[src/rtl/fpg_pkg.sv]
package fpg_pkg;
  localparam int unsigned PAGE_W  = 9;
  localparam int unsigned WORD_W  = 32;
  localparam int unsigned PERM_W  = 3;

  typedef enum logic [1:0] {
    OP_READ   = 2'd0,
    OP_PROG   = 2'd1,
    OP_PERASE = 2'd2,
    OP_BERASE = 2'd3
  } fpg_op_e;

  typedef struct packed {
    logic rd;
    logic prog;
    logic erase;
  } fpg_perm_t;

  typedef struct packed {
    logic              en;
    fpg_perm_t         perm;
    logic [PAGE_W-1:0] first;
    logic [PAGE_W-1:0] len;
  } fpg_win_t;
endpackage

[src/rtl/fpg_lock.sv]
module fpg_lock (
  input  logic clk_i,
  input  logic rst_ni,
  input  logic we_i,
  input  logic wdata_i,
  output logic open_o
);
  logic open_q, open_d;

  always_comb begin
    open_d = open_q;
    if (we_i) open_d = open_q & wdata_i;
  end

  always_ff @(posedge clk_i or negedge rst_ni) begin
    if (!rst_ni) open_q <= 1'b1;
    else         open_q <= open_d;
  end

  assign open_o = open_q;
endmodule

[src/rtl/fpg_cfg.sv]
module fpg_cfg
  import fpg_pkg::*;
#(
  parameter int unsigned NUM_WIN   = 8,
  parameter int unsigned NUM_BANKS = 2
) (
  input  logic                     clk_i,
  input  logic                     rst_ni,
  input  logic                     win_open_i,
  input  logic                     bank_open_i,
  input  logic [NUM_WIN-1:0]       win_we_i,
  input  logic [WORD_W-1:0]        win_wdata_i,
  input  logic                     dflt_we_i,
  input  logic [PERM_W-1:0]        dflt_wdata_i,
  input  logic                     bank_we_i,
  input  logic [NUM_BANKS-1:0]     bank_wdata_i,
  output fpg_win_t [NUM_WIN-1:0]   win_o,
  output fpg_perm_t                dflt_o,
  output logic [NUM_BANKS-1:0]     bank_en_o
);
  fpg_win_t wword;
  logic     unused_wbits;

  // Field layout of the window write word
  always_comb begin
    wword.en         = win_wdata_i[0];
    wword.perm.rd    = win_wdata_i[1];
    wword.perm.prog  = win_wdata_i[2];
    wword.perm.erase = win_wdata_i[3];
    wword.first      = win_wdata_i[4 +: PAGE_W];
    wword.len        = win_wdata_i[16 +: PAGE_W];
  end
  assign unused_wbits = ^{win_wdata_i[WORD_W-1:16+PAGE_W], win_wdata_i[15:4+PAGE_W]};

  for (genvar i = 0; i < NUM_WIN; i++) begin : g_win
    fpg_win_t q, d;
    logic     ce;
    assign ce = win_we_i[i] & win_open_i;
    always_comb d = ce ? wword : q;
    always_ff @(posedge clk_i or negedge rst_ni) begin
      if (!rst_ni) q <= '0;
      else         q <= d;
    end
    assign win_o[i] = q;
  end

  fpg_perm_t dflt_q, dflt_d;
  logic [NUM_BANKS-1:0] bank_q, bank_d;

  always_comb begin
    dflt_d = dflt_q;
    if (dflt_we_i && win_open_i)
      dflt_d = '{rd: dflt_wdata_i[0], prog: dflt_wdata_i[1], erase: dflt_wdata_i[2]};
    bank_d = bank_q;
    if (bank_we_i && bank_open_i) bank_d = bank_wdata_i;
  end

  always_ff @(posedge clk_i or negedge rst_ni) begin
    if (!rst_ni) begin
      dflt_q <= '0;
      bank_q <= '0;
    end else begin
      dflt_q <= dflt_d;
      bank_q <= bank_d;
    end
  end

  assign dflt_o    = dflt_q;
  assign bank_en_o = bank_q;
endmodule

[src/rtl/fpg_decide.sv]
module fpg_decide
  import fpg_pkg::*;
#(
  parameter int unsigned NUM_WIN   = 8,
  parameter int unsigned NUM_BANKS = 2,
  localparam int unsigned BANK_W   = $clog2(NUM_BANKS)
) (
  input  fpg_win_t [NUM_WIN-1:0] win_i,
  input  fpg_perm_t              dflt_i,
  input  logic [NUM_BANKS-1:0]   bank_en_i,
  input  fpg_op_e                op_i,
  input  logic [BANK_W-1:0]      bank_i,
  input  logic [PAGE_W-1:0]      page_i,
  output logic                   allow_o
);
  logic [NUM_WIN-1:0] hit;

  for (genvar i = 0; i < NUM_WIN; i++) begin : g_match
    logic [PAGE_W:0] lo, hi, pg;
    assign lo = {1'b0, win_i[i].first};
    assign hi = lo + {1'b0, win_i[i].len};
    assign pg = {1'b0, page_i};
    assign hit[i] = win_i[i].en && (pg >= lo) && (pg < hi);
  end

  fpg_perm_t perm;
  always_comb begin
    perm = dflt_i;
    // Walk from the highest index so the lowest matching window wins
    for (int i = NUM_WIN - 1; i >= 0; i--) begin
      if (hit[i]) perm = win_i[i].perm;
    end
  end

  always_comb begin
    unique case (op_i)
      OP_READ:   allow_o = perm.rd;
      OP_PROG:   allow_o = perm.prog;
      OP_PERASE: allow_o = perm.erase;
      default:   allow_o = bank_en_i[bank_i];
    endcase
  end
endmodule

[src/rtl/flash_page_guard.sv]
module flash_page_guard
  import fpg_pkg::*;
#(
  parameter int unsigned NUM_WIN   = 8,
  parameter int unsigned NUM_BANKS = 2,
  localparam int unsigned BANK_W   = $clog2(NUM_BANKS)
) (
  input  logic                 clk_i,
  input  logic                 rst_ni,
  input  logic [NUM_WIN-1:0]   win_we_i,
  input  logic [WORD_W-1:0]    win_wdata_i,
  input  logic                 dflt_we_i,
  input  logic [PERM_W-1:0]    dflt_wdata_i,
  input  logic                 bank_we_i,
  input  logic [NUM_BANKS-1:0] bank_wdata_i,
  input  logic                 win_lock_we_i,
  input  logic                 win_lock_wdata_i,
  input  logic                 bank_lock_we_i,
  input  logic                 bank_lock_wdata_i,
  output logic                 win_open_o,
  output logic                 bank_open_o,
  input  logic                 req_valid_i,
  input  logic [1:0]           req_op_i,
  input  logic [BANK_W-1:0]    req_bank_i,
  input  logic [PAGE_W-1:0]    req_page_i,
  output logic                 fwd_req_o,
  output logic [1:0]           fwd_op_o,
  output logic [BANK_W-1:0]    fwd_bank_o,
  output logic [PAGE_W-1:0]    fwd_page_o,
  output logic                 op_err_o,
  output logic [PAGE_W-1:0]    err_page_o,
  output logic [BANK_W-1:0]    err_bank_o
);
  fpg_win_t [NUM_WIN-1:0] win;
  fpg_perm_t              dflt;
  logic [NUM_BANKS-1:0]   bank_en;
  logic                   allow;

  fpg_lock u_win_lock (
    .clk_i, .rst_ni, .we_i(win_lock_we_i), .wdata_i(win_lock_wdata_i), .open_o(win_open_o)
  );
  fpg_lock u_bank_lock (
    .clk_i, .rst_ni, .we_i(bank_lock_we_i), .wdata_i(bank_lock_wdata_i), .open_o(bank_open_o)
  );

  fpg_cfg #(.NUM_WIN(NUM_WIN), .NUM_BANKS(NUM_BANKS)) u_cfg (
    .clk_i, .rst_ni,
    .win_open_i(win_open_o), .bank_open_i(bank_open_o),
    .win_we_i, .win_wdata_i, .dflt_we_i, .dflt_wdata_i, .bank_we_i, .bank_wdata_i,
    .win_o(win), .dflt_o(dflt), .bank_en_o(bank_en)
  );

  fpg_decide #(.NUM_WIN(NUM_WIN), .NUM_BANKS(NUM_BANKS)) u_decide (
    .win_i(win), .dflt_i(dflt), .bank_en_i(bank_en),
    .op_i(fpg_op_e'(req_op_i)), .bank_i(req_bank_i), .page_i(req_page_i),
    .allow_o(allow)
  );

  logic              fwd_q, fwd_d, err_q, err_d;
  logic [1:0]        op_q, op_d;
  logic [BANK_W-1:0] bank_q, bank_d, ebank_q, ebank_d;
  logic [PAGE_W-1:0] page_q, page_d, epage_q, epage_d;

  always_comb begin
    fwd_d   = req_valid_i & allow;
    err_d   = req_valid_i & ~allow;
    op_d    = op_q;
    bank_d  = bank_q;
    page_d  = page_q;
    ebank_d = ebank_q;
    epage_d = epage_q;
    if (fwd_d) begin
      op_d   = req_op_i;
      bank_d = req_bank_i;
      page_d = req_page_i;
    end
    if (err_d) begin
      ebank_d = req_bank_i;
      epage_d = req_page_i;
    end
  end

  always_ff @(posedge clk_i or negedge rst_ni) begin
    if (!rst_ni) begin
      fwd_q   <= 1'b0;
      err_q   <= 1'b0;
      op_q    <= '0;
      bank_q  <= '0;
      page_q  <= '0;
      ebank_q <= '0;
      epage_q <= '0;
    end else begin
      fwd_q   <= fwd_d;
      err_q   <= err_d;
      op_q    <= op_d;
      bank_q  <= bank_d;
      page_q  <= page_d;
      ebank_q <= ebank_d;
      epage_q <= epage_d;
    end
  end

  assign fwd_req_o  = fwd_q;
  assign fwd_op_o   = op_q;
  assign fwd_bank_o = bank_q;
  assign fwd_page_o = page_q;
  assign op_err_o   = err_q;
  assign err_page_o = epage_q;
  assign err_bank_o = ebank_q;
endmodule

[config.mk]
export PLATFORM = sky130hd
export DESIGN_NAME = flash_page_guard
export DESIGN_NICKNAME = d
export VERILOG_FILES = /design/src/rtl/fpg_pkg.sv /design/src/rtl/fpg_lock.sv /design/src/rtl/fpg_cfg.sv /design/src/rtl/fpg_decide.sv /design/src/rtl/flash_page_guard.sv
export SDC_FILE = /design/constraint.sdc
export NUM_CORES = 1
export LEC_CHECK = 0
export ABC_AREA = 1
export BUFFER_PORTS_ARGS = -buffer_cell sky130_fd_sc_hd__buf_2
export CAP_MARGIN = 20
export CORE_ASPECT_RATIO = 2
export CORE_MARGIN = 10
export CORE_UTILIZATION = 33
export CTS_CLUSTER_SIZE = 24
export DETAILED_ROUTE_END_ITERATION = 8
export SYNTH_ARGS = -nofsm -noshare
export SYNTH_HDL_FRONTEND = slang
export SYNTH_SLANG_ARGS = --single-unit
[constraint.sdc]
create_clock -name clk_i -period 10.55 [get_ports clk_i]
set_clock_uncertainty 0.2 [all_clocks]
set_input_delay 0 -clock clk_i [delete_from_list [all_inputs] [get_ports clk_i]]
set_output_delay 0 -clock clk_i [all_outputs]
set_load 0.005 [all_outputs]
==> results of run 1 <==
synth_stat cells (21+ instances only):
cell                         n  share of area
sky130_fd_sc_hd__nand2_1   419           0.11
sky130_fd_sc_hd__ha_1      208           0.19
sky130_fd_sc_hd__dfrtp_1   205           0.37
sky130_fd_sc_hd__o21ai_0   204          0.075
sky130_fd_sc_hd__inv_1     188          0.052
sky130_fd_sc_hd__a21oi_1   114          0.042
sky130_fd_sc_hd__nand3_1    51          0.019
sky130_fd_sc_hd__nor2_1     39          0.011
sky130_fd_sc_hd__clkbuf_1   36         0.0099
sky130_fd_sc_hd__xor2_1     35          0.022
sky130_fd_sc_hd__nand4_1    30          0.014
sky130_fd_sc_hd__xnor2_1    21          0.013
through the flow:
step	instance area (um2)	hold WS (ns)
floorplan	13700	-0.496
global placement	14700	-0.125
detailed placement	14700	-0.117
CTS	16200	0.00257
global route	16200	0.0997
finish	16200	0.0603
cell families (layout without fill, tap and decap cells):
logic type,Yosys count,in the layout
adder cells (fa/ha/maj),216,216
AND/OR/NAND/NOR,568,568
flip-flops,207,207
buffers and inverters,231,390
XOR/XNOR,56,56
AO/OA/AOI/OAI,370,370
multiplexers,2,2
sequential cells by signal, summed over array words and instances, names as in the netlist:
name and count:
fwd_req_o 1, u_win_lock.open_o 1, err_bank_o 1, err_page_o 9, op_err_o 1, u_cfg.bank_en_o 2
fwd_op_o 2, u_cfg.win_o 176, fwd_page_o 9, u_cfg.dflt_o 3, fwd_bank_o 1, u_bank_lock.open_o 1
how the worst max path moves through the flow:
| stage | slack, ns | cells past startpoint | from | end |
|---|---|---|---|---|
| 2_1_floorplan | 6.86 | 30 | u_cfg.win_o[163] | err_bank_o |
| 3_3_place_gp | 5.73 | 29 | u_cfg.win_o[141] | err_page_o[0] |
| 3_5_place_dp | 5.71 | 29 | u_cfg.win_o[141] | err_bank_o |
| 4_1_cts | 4.84 | 30 | u_cfg.win_o[141] | err_page_o[0] |
| 5_1_grt | 4.36 | 30 | u_cfg.win_o[141] | err_page_o[0] |
| 6_report | 4.85 | 30 | u_cfg.win_o[141] | err_page_o[0] |
repair_timing:
item	in CTS	in global routing
gates resized for setup	0	0
hold buffers	69	0
hold endpoints to repair	300	0
power by group:
group | internal [mW] | switching, mW | total [mW]
Sequential | 0.808 | 0.00714 | 0.815
Clock | 0.489 | 0.335 | 0.824
Combinational | 0.0720 | 0.126 | 0.198
metal layers:
| layer | share of wire | GRT usage | vias up | routed length, um |
|---|---|---|---|---|
| met5 | 0 | 0 | - | 0 |
| met4 | 0.046 | 0.0739 | 0 | 1870 |
| met3 | 0.054 | 0.0195 | 86 | 2190 |
| met2 | 0.52 | 0.299 | 288 | 21300 |
| met1 | 0.38 | 0.174 | 5577 | 15300 |
| li1 | - | - | 5806 | - |
area by class of cell:
type | instances | area [um2]
clock buffer | 28 | 582
clock inverter | 9 | 158
fill | 4147 | 24800
inverter | 191 | 717
multi-input combinational | 1212 | 7630
sequential | 207 | 5180
tap | 535 | 669
timing repair buffer | 162 | 1230
critical path: cells and delay by family, from the launching register on:
| family | cells | cell delay (ns) |
|---|---|---|
| AND/OR/NAND/NOR | 17 | 1.81 |
| buffers and inverters | 4 | 1.29 |
| XOR/XNOR | 1 | 0.15 |
| AO/OA/AOI/OAI | 5 | 0.87 |
| adder cells (fa/ha/maj) | 3 | 0.90 |
| flip-flops | 1 | 0.43 |
==> qor.csv, run 1 <==
metric,value,unit
Worst Setup End Kind,register,
Final Util,0.394,
routed via count,11757,
Std-Cell Rows,105,
initial cell density of the core,0.334,
outcome,finished clean,
Die ar.,0.0505,mm2
gate count after technology mapping,1650,
total core area,0.0410,mm2
Horiz. Die Dim,164,um
antenna cells,0,
number of synthesized flops with an enable pin,0,
TritonCTS Sinks,207,
post-synthesis sequential element count,207,
Post-Synthesis Net Count,1932,
worst-skew pair later-pin latency,0.53,ns
most frequent standard cell in the layout excluding fill and tap cells,sky130_fd_sc_hd__nand2_1,
average wire per standard cell,17.4,um
wire length reported by the detailed router,40700,um
global-route congestion overflow total,0,
number of max-cap violations,0,
area fraction in compound gates after synthesis,0.145,
endpoint with the worst hold slack,u_bank_lock.open_o,
post-route antenna net violation count,0,
count of pins over their slew limit,0,
dominant combinational cell family by area after synthesis,adder cells,
most used flip-flop cell after synthesis,sky130_fd_sc_hd__dfrtp_1,
fraction of the mapped netlist area in simple logic gates,0.172,
Overall Power,1.84,mW
share of flip-flops with an asynchronous set or reset after synthesis,1.00,
category of the most critical setup path,register to register,
DP Worst Slack,5.71,ns
cell at the slowest stage of the critical path,sky130_fd_sc_hd__dlygate4sd3_1,
power per unit of standard cell area,114,mW/mm2
Root Buffer Master,sky130_fd_sc_hd__clkbuf_16,
hold-critical path depth,4,
upper clock frequency limit,0.175,GHz
final number of setup-violating endpoints,0,
leakage power figure,7.81,nW
DRC,0,
Detailed Place HPWL,28300,um
level count of the clock H-tree,1,
slack of the worst reg-to-reg path,4.85,ns
post-layout net count,2077,
most frequent cell on the critical path,sky130_fd_sc_hd__nand2_1,
Post CTS Setup Buffer Count,0,
RSZ-0062 raised after global routing,no,
clock tree from TritonCTS,done,
minimum setup slack in the final design,4.85,ns
required time reported for the critical path endpoint,10.81,ns
number of optimization iterations in the first detailed-route pass,5,
transition time at the pin with the least slew margin,0.850,ns
boundary pin count,92,
"post-synthesis share of cell area spent on full adders, half adders and majority gates",0.202,
Max Root-Sink Buffers,3,
share of final-layout standard cells stronger than drive strength 1,0.0790,
clock edge transition at the registers on the reported setup and hold paths,0.07,ns
non-filler instance count after layout,2344,
"commonest non-fill, non-tap cells in the layout","419 x sky130_fd_sc_hd__nand2_1, 208 x sky130_fd_sc_hd__ha_1, 205 x sky130_fd_sc_hd__dfrtp_1",
maximum VDD drop,0.109,mV
worst stage delay on the critical path,0.59,ns
total negative setup slack,0,ns
height of the die,308,um
worst path arrival time,5.97,ns
share of synthesized area spent on multiplexers,0.00164,
Netlist cell types,41,
share of the yosys chip area belonging to registers,0.379,
largest fanout on the critical path,14,
period utilisation layout,0.541,
number of port buffers,81,
synthesized area per cell,8.30,um2
via count of the first global-routing pass,11620,
routability congestion estimate from global placement,0.844,
Syn Std Cell Area,0.0137,mm2
kind of start point of the critical path,register,
number of cells on the worst reg-to-reg path,30,
worst reg2reg startpoint,u_cfg.win_o[141],
Starting DRT DRC Count,675,
synthesis-to-layout area growth,18.1,%
maximum number of pins on one net before global-route repair,93,
worst-case headroom to the max-slew limit,0.433,
fin crit period,5.70,ns
hold_sp,bank_lock_wdata_i,
first-pass GRT wire length,63500,um
placed cell count,2238,
total CTS buffers,21,
share of the synthesized netlist area taken by xor and xnor gates,0.0358,
via-per-instance ratio,5.02,
antenna violations before repair,0,
Ys Warns,0,
hold crit path type,input pin to register,
Reg-to-Reg End,err_page_o[0],
final hold violation count,0,
gr usage total,0.160,
No activity file was read; power rests on OpenSTA's default activity.
==> run 2: changes to the inputs <==
clock period = 4.8 ns   (was 10.55 ns; I/O delays follow)
==> run 2 against run 1 <==
Compared with the run above:
- the run now ends with hold timing left
- maximum frequency rose by 28%
- clock-buffer cell count rose by 1
- combinational power rose by 120%
- setup slack got worse by 4.5 ns
- non-clock buffer count rose by 10
- core utilization rose by 0.23 points
- sequential power rose by 120%
- worst hold slack got worse by 0.10 ns
- largest cell class unchanged
==> qor.csv, run 2 (synthesized netlist as in run 1, its figures left out) <==
metric,value,unit,change
synthesis-to-layout area growth,18.8,%,was 18.1%
period utilisation layout,0.930,,was 0.541
Root Buffer Master,sky130_fd_sc_hd__clkbuf_16,,unchanged
category of the most critical setup path,register to register,,unchanged
antenna violations before repair,0,,unchanged
Std-Cell Rows,105,,unchanged
routability congestion estimate from global placement,0.857,,was 0.844
count of pins over their slew limit,0,,unchanged
post-route antenna net violation count,0,,unchanged
number of port buffers,81,,unchanged
total negative setup slack,0,ns,unchanged
Detailed Place HPWL,28600,um,"was 28,300 um"
DRC,0,,unchanged
boundary pin count,92,,unchanged
number of max-cap violations,0,,unchanged
Final Util,0.397,,was 0.394
clock tree from TritonCTS,done,,unchanged
via-per-instance ratio,5.01,,was 5.02
initial cell density of the core,0.334,,unchanged
maximum VDD drop,0.219,mV,was 0.109 mV
total CTS buffers,21,,unchanged
most frequent standard cell in the layout excluding fill and tap cells,sky130_fd_sc_hd__nand2_1,,unchanged
violated checks,hold timing,,
Post-Route Hold Slack,-0.0445,ns,was 0.0603 ns
antenna cells,0,,unchanged
routed via count,11803,,"was 11,757"
worst-skew pair later-pin latency,0.52,ns,was 0.53 ns
first-pass GRT wire length,63700,um,"was 63,500 um"
maximum number of pins on one net before global-route repair,131,,was 93
gr usage total,0.159,,was 0.160
Worst Setup End Kind,register,,unchanged
final number of setup-violating endpoints,0,,unchanged
slack of the worst reg-to-reg path,0.34,ns,was 4.85 ns
share of final-layout standard cells stronger than drive strength 1,0.0957,,was 0.0790
hold crit path type,input pin to asynchronous set/reset pin,,was input pin to register
final hold violation count,8,,was 0
power per unit of standard cell area,240,mW/mm2,was 114 mW/mm2
required time reported for the critical path endpoint,5.06,ns,was 10.81 ns
Die ar.,0.0505,mm2,unchanged
leakage power figure,7.85,nW,was 7.81 nW
outcome,"finished, violations left",,was finished clean
level count of the clock H-tree,1,,unchanged
transition time at the pin with the least slew margin,1.05,ns,was 0.850 ns
kind of start point of the critical path,register,,unchanged
worst-case headroom to the max-slew limit,0.300,,was 0.433
Overall Power,3.90,mW,was 1.84 mW
placed cell count,2242,,"was 2,238"
largest fanout on the critical path,6,,was 14
Max Root-Sink Buffers,3,,unchanged
non-filler instance count after layout,2354,,"was 2,344"
fin crit period,4.46,ns,was 5.70 ns
post-layout net count,2087,,"was 2,077"
RSZ-0062 raised after global routing,no,,unchanged
wire length reported by the detailed router,40400,um,"was 40,700 um"
clock edge transition at the registers on the reported setup and hold paths,0.07,ns,about the same
number of optimization iterations in the first detailed-route pass,5,,unchanged
number of flip-flops in the largest register,176,,unchanged
height of the die,308,um,unchanged
Horiz. Die Dim,164,um,unchanged
via count of the first global-routing pass,11820,,"was 11,620"
post-place instance area,0.0147,mm2,about the same
TritonCTS Sinks,207,,unchanged
average wire per standard cell,17.2,um,was 17.4 um
Starting DRT DRC Count,799,,was 675
upper clock frequency limit,0.224,GHz,was 0.175 GHz
global-route congestion overflow total,0,,unchanged
worst path arrival time,4.72,ns,was 5.97 ns
total core area,0.0410,mm2,unchanged
"commonest non-fill, non-tap cells in the layout","416 x sky130_fd_sc_hd__nand2_1, 205 x sky130_fd_sc_hd__ha_1, 205 x sky130_fd_sc_hd__dfrtp_1",,"was 419 x sky130_fd_sc_hd__nand2_1, 208 x sky130_fd_sc_hd__ha_1, 205 x sky130_fd_sc_hd__dfrtp_1"
area of all placed cells without fillers,0.0163,mm2,was 0.0162 mm2
## run 2: final cells by class
type	instances	area, um2
clock buffers	29	606
well taps	535	669
fillers	4144	24700
clock inverters	8	75.1
multi-input cells	1212	7710
flip-flops and latches	207	5180
repair buffers	172	1300
inverters	191	717
## run 2: metrics by stage
stage / setup WS, ns / hold slack (ns)
after global routing: 0.00839 / 0.0327
after detailed placement: 0.332 / -0.0434
final: 0.338 / -0.0445
after floorplan: 1.11 / -0.496
after CTS: 0.0552 / 0.0158
after global placement: 0.389 / -0.0448
## run 2: final timing paths
| path | cells past startpoint | startpoint | to |
|---|---|---|---|
| min in group clk_i | 4 | req_page_i[6] | err_page_o[6] |
| max in group asynchronous | 3 | rst_ni | u_cfg.win_o[39] |
| hold reg to reg | 2 | fwd_page_o[5] | fwd_page_o[5] |
| setup reg to reg | 23 | u_cfg.win_o[9] | err_page_o[0] |
| hold / removal | 2 | rst_ni | u_cfg.win_o[132] |
| setup / recovery | 23 | u_cfg.win_o[9] | err_page_o[0] |
## run 2: power by group
part	total [mW]	switching (mW)	leakage, nW	internal, mW
combinational	0.435	0.275	4.68	0.160
clock	1.67	0.732	0.337	0.940
sequential	1.79	0.0161	2.83	1.78
## run 2: critical path: stages (launching register included)
cell and delay, ns:
sky130_fd_sc_hd__dfrtp_1 0.42, sky130_fd_sc_hd__ha_1 0.22, sky130_fd_sc_hd__fa_1 0.41, sky130_fd_sc_hd__a21oi_1 0.17
sky130_fd_sc_hd__o21bai_1 0.11, sky130_fd_sc_hd__a21oi_1 0.14, sky130_fd_sc_hd__o21bai_1 0.11, sky130_fd_sc_hd__a21o_1 0.18
sky130_fd_sc_hd__a21oi_1 0.15, sky130_fd_sc_hd__xor2_1 0.17, sky130_fd_sc_hd__ha_1 0.25, sky130_fd_sc_hd__a21oi_1 0.14
sky130_fd_sc_hd__nor2_1 0.05, sky130_fd_sc_hd__o21ai_0 0.07, sky130_fd_sc_hd__nand3b_1 0.09, sky130_fd_sc_hd__buf_4 0.16
sky130_fd_sc_hd__o21ai_1 0.13, sky130_fd_sc_hd__inv_1 0.06, sky130_fd_sc_hd__a21oi_2 0.14, sky130_fd_sc_hd__nand3_2 0.13
sky130_fd_sc_hd__nand2_2 0.13, sky130_fd_sc_hd__nand3_1 0.08, sky130_fd_sc_hd__dlygate4sd3_1 0.59, sky130_fd_sc_hd__nand2_1 0.08
## run 2: timing repair
item / in CTS / in global routing
gates resized for setup: 0 / 30
setup endpoints to repair: 0 / 14
hold buffers: 65 / 1
buffers inserted: 0 / 7
endpoints found under the hold margin: 336 / 3
## run 2: routing by layer
metal	GRT usage	wire (um)	up-vias	part of all wire
met5	0	0	-	0
met4	0.0793	2040	0	0.050
met3	0.0157	1460	82	0.036
met2	0.294	21000	257	0.52
met1	0.176	15900	5626	0.39
li1	-	-	5838	-
==> run 3: changes to the inputs <==
ABC_AREA = not set   (was 1)
CORE_ASPECT_RATIO = not set   (was 2)
==> run 3 against run 2 <==
Compared with the run above:
- the flow finishes with violations (setup timing)
- cell count down 9.4%
- global-route usage is 0.089 points higher
- sequential power about the same
- sequential share of layout area shrank 2.6 points
- routed wire length up 2.6%
- clock-buffer cell count unchanged
- register-to-register slack worse by 0.44 ns
- design area increased by 8.9%
- critical endpoint is now fwd_bank_o
- highest routed layer is now met5
==> qor.csv, run 3 <==
metric,value,unit,change
synthesized area per cell,10.9,um2,was 8.30 um2
TritonCTS Sinks,207,,unchanged
cell at the slowest stage of the critical path,sky130_fd_sc_hd__dfrtp_1,,was sky130_fd_sc_hd__dlygate4sd3_1
most used flip-flop cell after synthesis,sky130_fd_sc_hd__dfrtp_1,,unchanged
total CTS buffers,25,,was 21
leakage power figure,8.55,nW,was 7.85 nW
Yosys top cell area share,0.361,,was 0.375
Reg-to-Reg End,fwd_bank_o,,was err_page_o[0]
via count of the first global-routing pass,11420,,"was 11,820"
slack of the worst reg-to-reg path,-0.10,ns,was 0.34 ns
post-place instance area,0.0158,mm2,was 0.0147 mm2
initial cell density of the core,0.332,,was 0.334
gate count after technology mapping,1303,,"was 1,650"
kind of start point of the critical path,register,,unchanged
post-synthesis sequential element count,207,,unchanged
transition time at the pin with the least slew margin,1.08,ns,was 1.05 ns
Detailed Place HPWL,28200,um,"was 28,600 um"
number of optimization iterations in the first detailed-route pass,4,,was 5
Worst Setup End Kind,register,,unchanged
hold_sp,req_page_i[6],,
hold crit path type,input pin to register,,was input pin to asynchronous set/reset pin
required time reported for the critical path endpoint,5.01,ns,was 5.06 ns
worst-case headroom to the max-slew limit,0.276,,was 0.300
upper clock frequency limit,0.204,GHz,was 0.224 GHz
Horiz. Die Dim,228,um,was 164 um
worst reg2reg startpoint,u_cfg.win_o[132],,was u_cfg.win_o[9]
main area contributors after synthesis,"sky130_fd_sc_hd__dfrtp_1 36%, sky130_fd_sc_hd__ha_1 18%, sky130_fd_sc_hd__mux2_2 15%",,"was sky130_fd_sc_hd__dfrtp_1 37%, sky130_fd_sc_hd__ha_1 19%, sky130_fd_sc_hd__nand2_1 11%"
Syn Std Cell Area,0.0142,mm2,was 0.0137 mm2
Die ar.,0.0518,mm2,was 0.0505 mm2
gr usage total,0.160,,was 0.159
power per unit of standard cell area,244,mW/mm2,was 240 mW/mm2
most frequent cell on the critical path,sky130_fd_sc_hd__buf_4,,was sky130_fd_sc_hd__a21oi_1
minimum setup slack in the final design,-0.103,ns,was 0.338 ns
share of final-layout standard cells stronger than drive strength 1,0.315,,was 0.0957
average wire per standard cell,19.4,um,was 17.2 um
count of pins over their slew limit,0,,unchanged
number of synthesized flops with an enable pin,0,,unchanged
share of flip-flops with an asynchronous set or reset after synthesis,1.00,,unchanged
Commonest cells post-synth,"208 x sky130_fd_sc_hd__ha_1, 205 x sky130_fd_sc_hd__dfrtp_1, 184 x sky130_fd_sc_hd__mux2_2",,"was 419 x sky130_fd_sc_hd__nand2_1, 208 x sky130_fd_sc_hd__ha_1, 205 x sky130_fd_sc_hd__dfrtp_1"
Worst Setup SP,u_cfg.win_o[132],,was u_cfg.win_o[9]
number of flip-flops in the largest register,176,,unchanged
Final Util,0.413,,was 0.397
Post-Synthesis Net Count,1585,,"was 1,932"
height of the die,228,um,was 308 um
Ys Warns,0,,unchanged
number of cells on the worst reg-to-reg path,25,,was 23
period utilisation layout,1.02,,was 0.930
clock tree from TritonCTS,done,,unchanged
outcome,"finished, violations left",,unchanged
maximum number of pins on one net before global-route repair,154,,was 131
routability congestion estimate from global placement,0.875,,was 0.857
number of max-cap violations,0,,unchanged
Starting DRT DRC Count,582,,was 799
"commonest non-fill, non-tap cells in the layout","205 x sky130_fd_sc_hd__dfrtp_1, 204 x sky130_fd_sc_hd__ha_1, 181 x sky130_fd_sc_hd__mux2_2",,"was 416 x sky130_fd_sc_hd__nand2_1, 205 x sky130_fd_sc_hd__ha_1, 205 x sky130_fd_sc_hd__dfrtp_1"
placed cell count,2013,,"was 2,242"
worst stage delay on the critical path,0.35,ns,was 0.59 ns
maximum VDD drop,0.226,mV,was 0.219 mV
clock edge transition at the registers on the reported setup and hold paths,0.06,ns,was 0.07 ns
post-route antenna net violation count,0,,unchanged
category of the most critical setup path,register to register,,unchanged
via-per-instance ratio,5.17,,was 5.01
hold-critical path depth,2,,
Std-Cell Rows,76,,was 105
synthesis-to-layout area growth,24.5,%,was 18.8%
Netlist cell types,71,,was 41
Max Root-Sink Buffers,3,,unchanged
global-route congestion overflow total,0,,unchanged
Post-Route Hold Slack,0.0173,ns,was -0.0445 ns
endpoint with the worst hold slack,fwd_page_o[6],,
first-pass GRT wire length,64200,um,"was 63,700 um"
fin crit period,4.90,ns,was 4.46 ns
worst-skew pair later-pin latency,0.54,ns,was 0.52 ns
wire length reported by the detailed router,41400,um,"was 40,400 um"
RSZ-0062 raised after global routing,yes,,was no
boundary pin count,92,,unchanged
routed via count,11031,,"was 11,803"
cell taking the most area after synthesis,sky130_fd_sc_hd__dfrtp_1,,unchanged
final number of setup-violating endpoints,12,,was 0
total core area,0.0429,mm2,was 0.0410 mm2
area of all placed cells without fillers,0.0177,mm2,was 0.0163 mm2
number of port buffers,81,,unchanged
Fill cells,4057,,"was 4,144"
largest fanout on the critical path,6,,unchanged
non-filler instance count after layout,2133,,"was 2,354"
worst path arrival time,5.11,ns,was 4.72 ns
most frequent standard cell in the layout excluding fill and tap cells,sky130_fd_sc_hd__dfrtp_1,,was sky130_fd_sc_hd__nand2_1
leading cell type by number of instances after synthesis,sky130_fd_sc_hd__ha_1,,was sky130_fd_sc_hd__nand2_1
level count of the clock H-tree,1,,unchanged
violated checks,setup timing,,was hold timing
final hold violation count,0,,was 8
Root Buffer Master,sky130_fd_sc_hd__clkbuf_16,,unchanged
DRC,0,,unchanged
post-layout net count,1811,,"was 2,087"
share of the yosys chip area belonging to registers,0.364,,was 0.379
antenna violations before repair,3,,was 0
==> run 3: changes by cell type after synthesis, moves of 27 or more <==
cell,change
sky130_fd_sc_hd__inv_1,-63
sky130_fd_sc_hd__clkbuf_1,-27
sky130_fd_sc_hd__mux2_2,+182
sky130_fd_sc_hd__a21oi_1,-50
sky130_fd_sc_hd__o21ai_0,-155
sky130_fd_sc_hd__nand3_1,-32
sky130_fd_sc_hd__nand2_1,-370
==> run 3: kinds of logic (layout without fill, tap and decap cells) <==
family	after synthesis	after routing	share of synthesized area
AND/OR/NAND/NOR	181	181	0.0662
flip-flops	207	207	0.364
buffers and inverters	153	397	0.0413
XOR/XNOR	53	53	0.0326
other	0	1	0
multiplexers	194	194	0.156
adder cells (fa/ha/maj)	216	216	0.194
AO/OA/AOI/OAI	299	299	0.145
==> run 3: repair_timing <==
action / CTS / global route
resized for setup: 58 / 26
hold endpoints to repair: 407 / 0
endpoints found under the setup margin: 22 / 24
setup buffers: 15 / 9
pin swaps: 33 / 24
cloned: 1 / 0
hold buffers: 50 / 0
==> run 3: routing by layer <==
layer	global-route usage	part of all wire	wire (um)	vias to the layer above
li1	-	-	-	5285
met1	0.201	0.45	18700	5463
met2	0.275	0.48	19800	204
met3	0.0222	0.035	1440	77
met4	0.0598	0.037	1520	2
met5	0	0.00031	13	-
==> run 3: area by class of cell <==
cell class | count | area [um2] | area share
diodes | 1 | 2.50 | 0.000141
clock buffers | 29 | 661 | 0.0373
flip-flops and latches | 207 | 5180 | 0.293
multi-input cells | 943 | 8740 | 0.493
repair buffers | 227 | 1700 | 0.0958
well taps | 585 | 732 | 0.0413
clock inverters | 16 | 225 | 0.0127
inverters | 125 | 469 | 0.0265
==> run 3: report_power, final <==
group	total, mW	switching (mW)	internal (mW)
clock network	2.04	0.784	1.26
logic	0.480	0.282	0.199
registers	1.80	0.0244	1.78
==> run 3: critical path, delay by kind of cell (launching register included) <==
family          cells  cell delay (ns)
xor+xnor            1             0.15
compound gates     11             1.59
mux                 1             0.29
simple gates        4             0.60
buf+inv             5             0.70
flops               1             0.35
fa+ha+maj           3             0.88
==> run 3: how the worst max path moves through the flow <==
stage	to	slack, ns	depth (start not counted)
6_report	fwd_bank_o	-0.10	25
5_1_grt	fwd_page_o[7]	-0.36	23
4_1_cts	fwd_bank_o	-0.17	22
3_5_place_dp	fwd_page_o[0]	-0.31	19
3_3_place_gp	fwd_page_o[2]	-0.20	19
2_1_floorplan	fwd_bank_o	0.008	20
==> run 3: through the flow <==
stage                     setup WS [ns]  power, mW  setup TNS [ns]
final                            -0.103       4.33          -0.881
after global routing             -0.363       4.49           -6.77
after CTS                        -0.167       4.37           -1.41
after detailed placement         -0.314       2.27           -5.47
after global placement           -0.198       2.26           -2.92
after floorplan                 0.00829       2.02               0
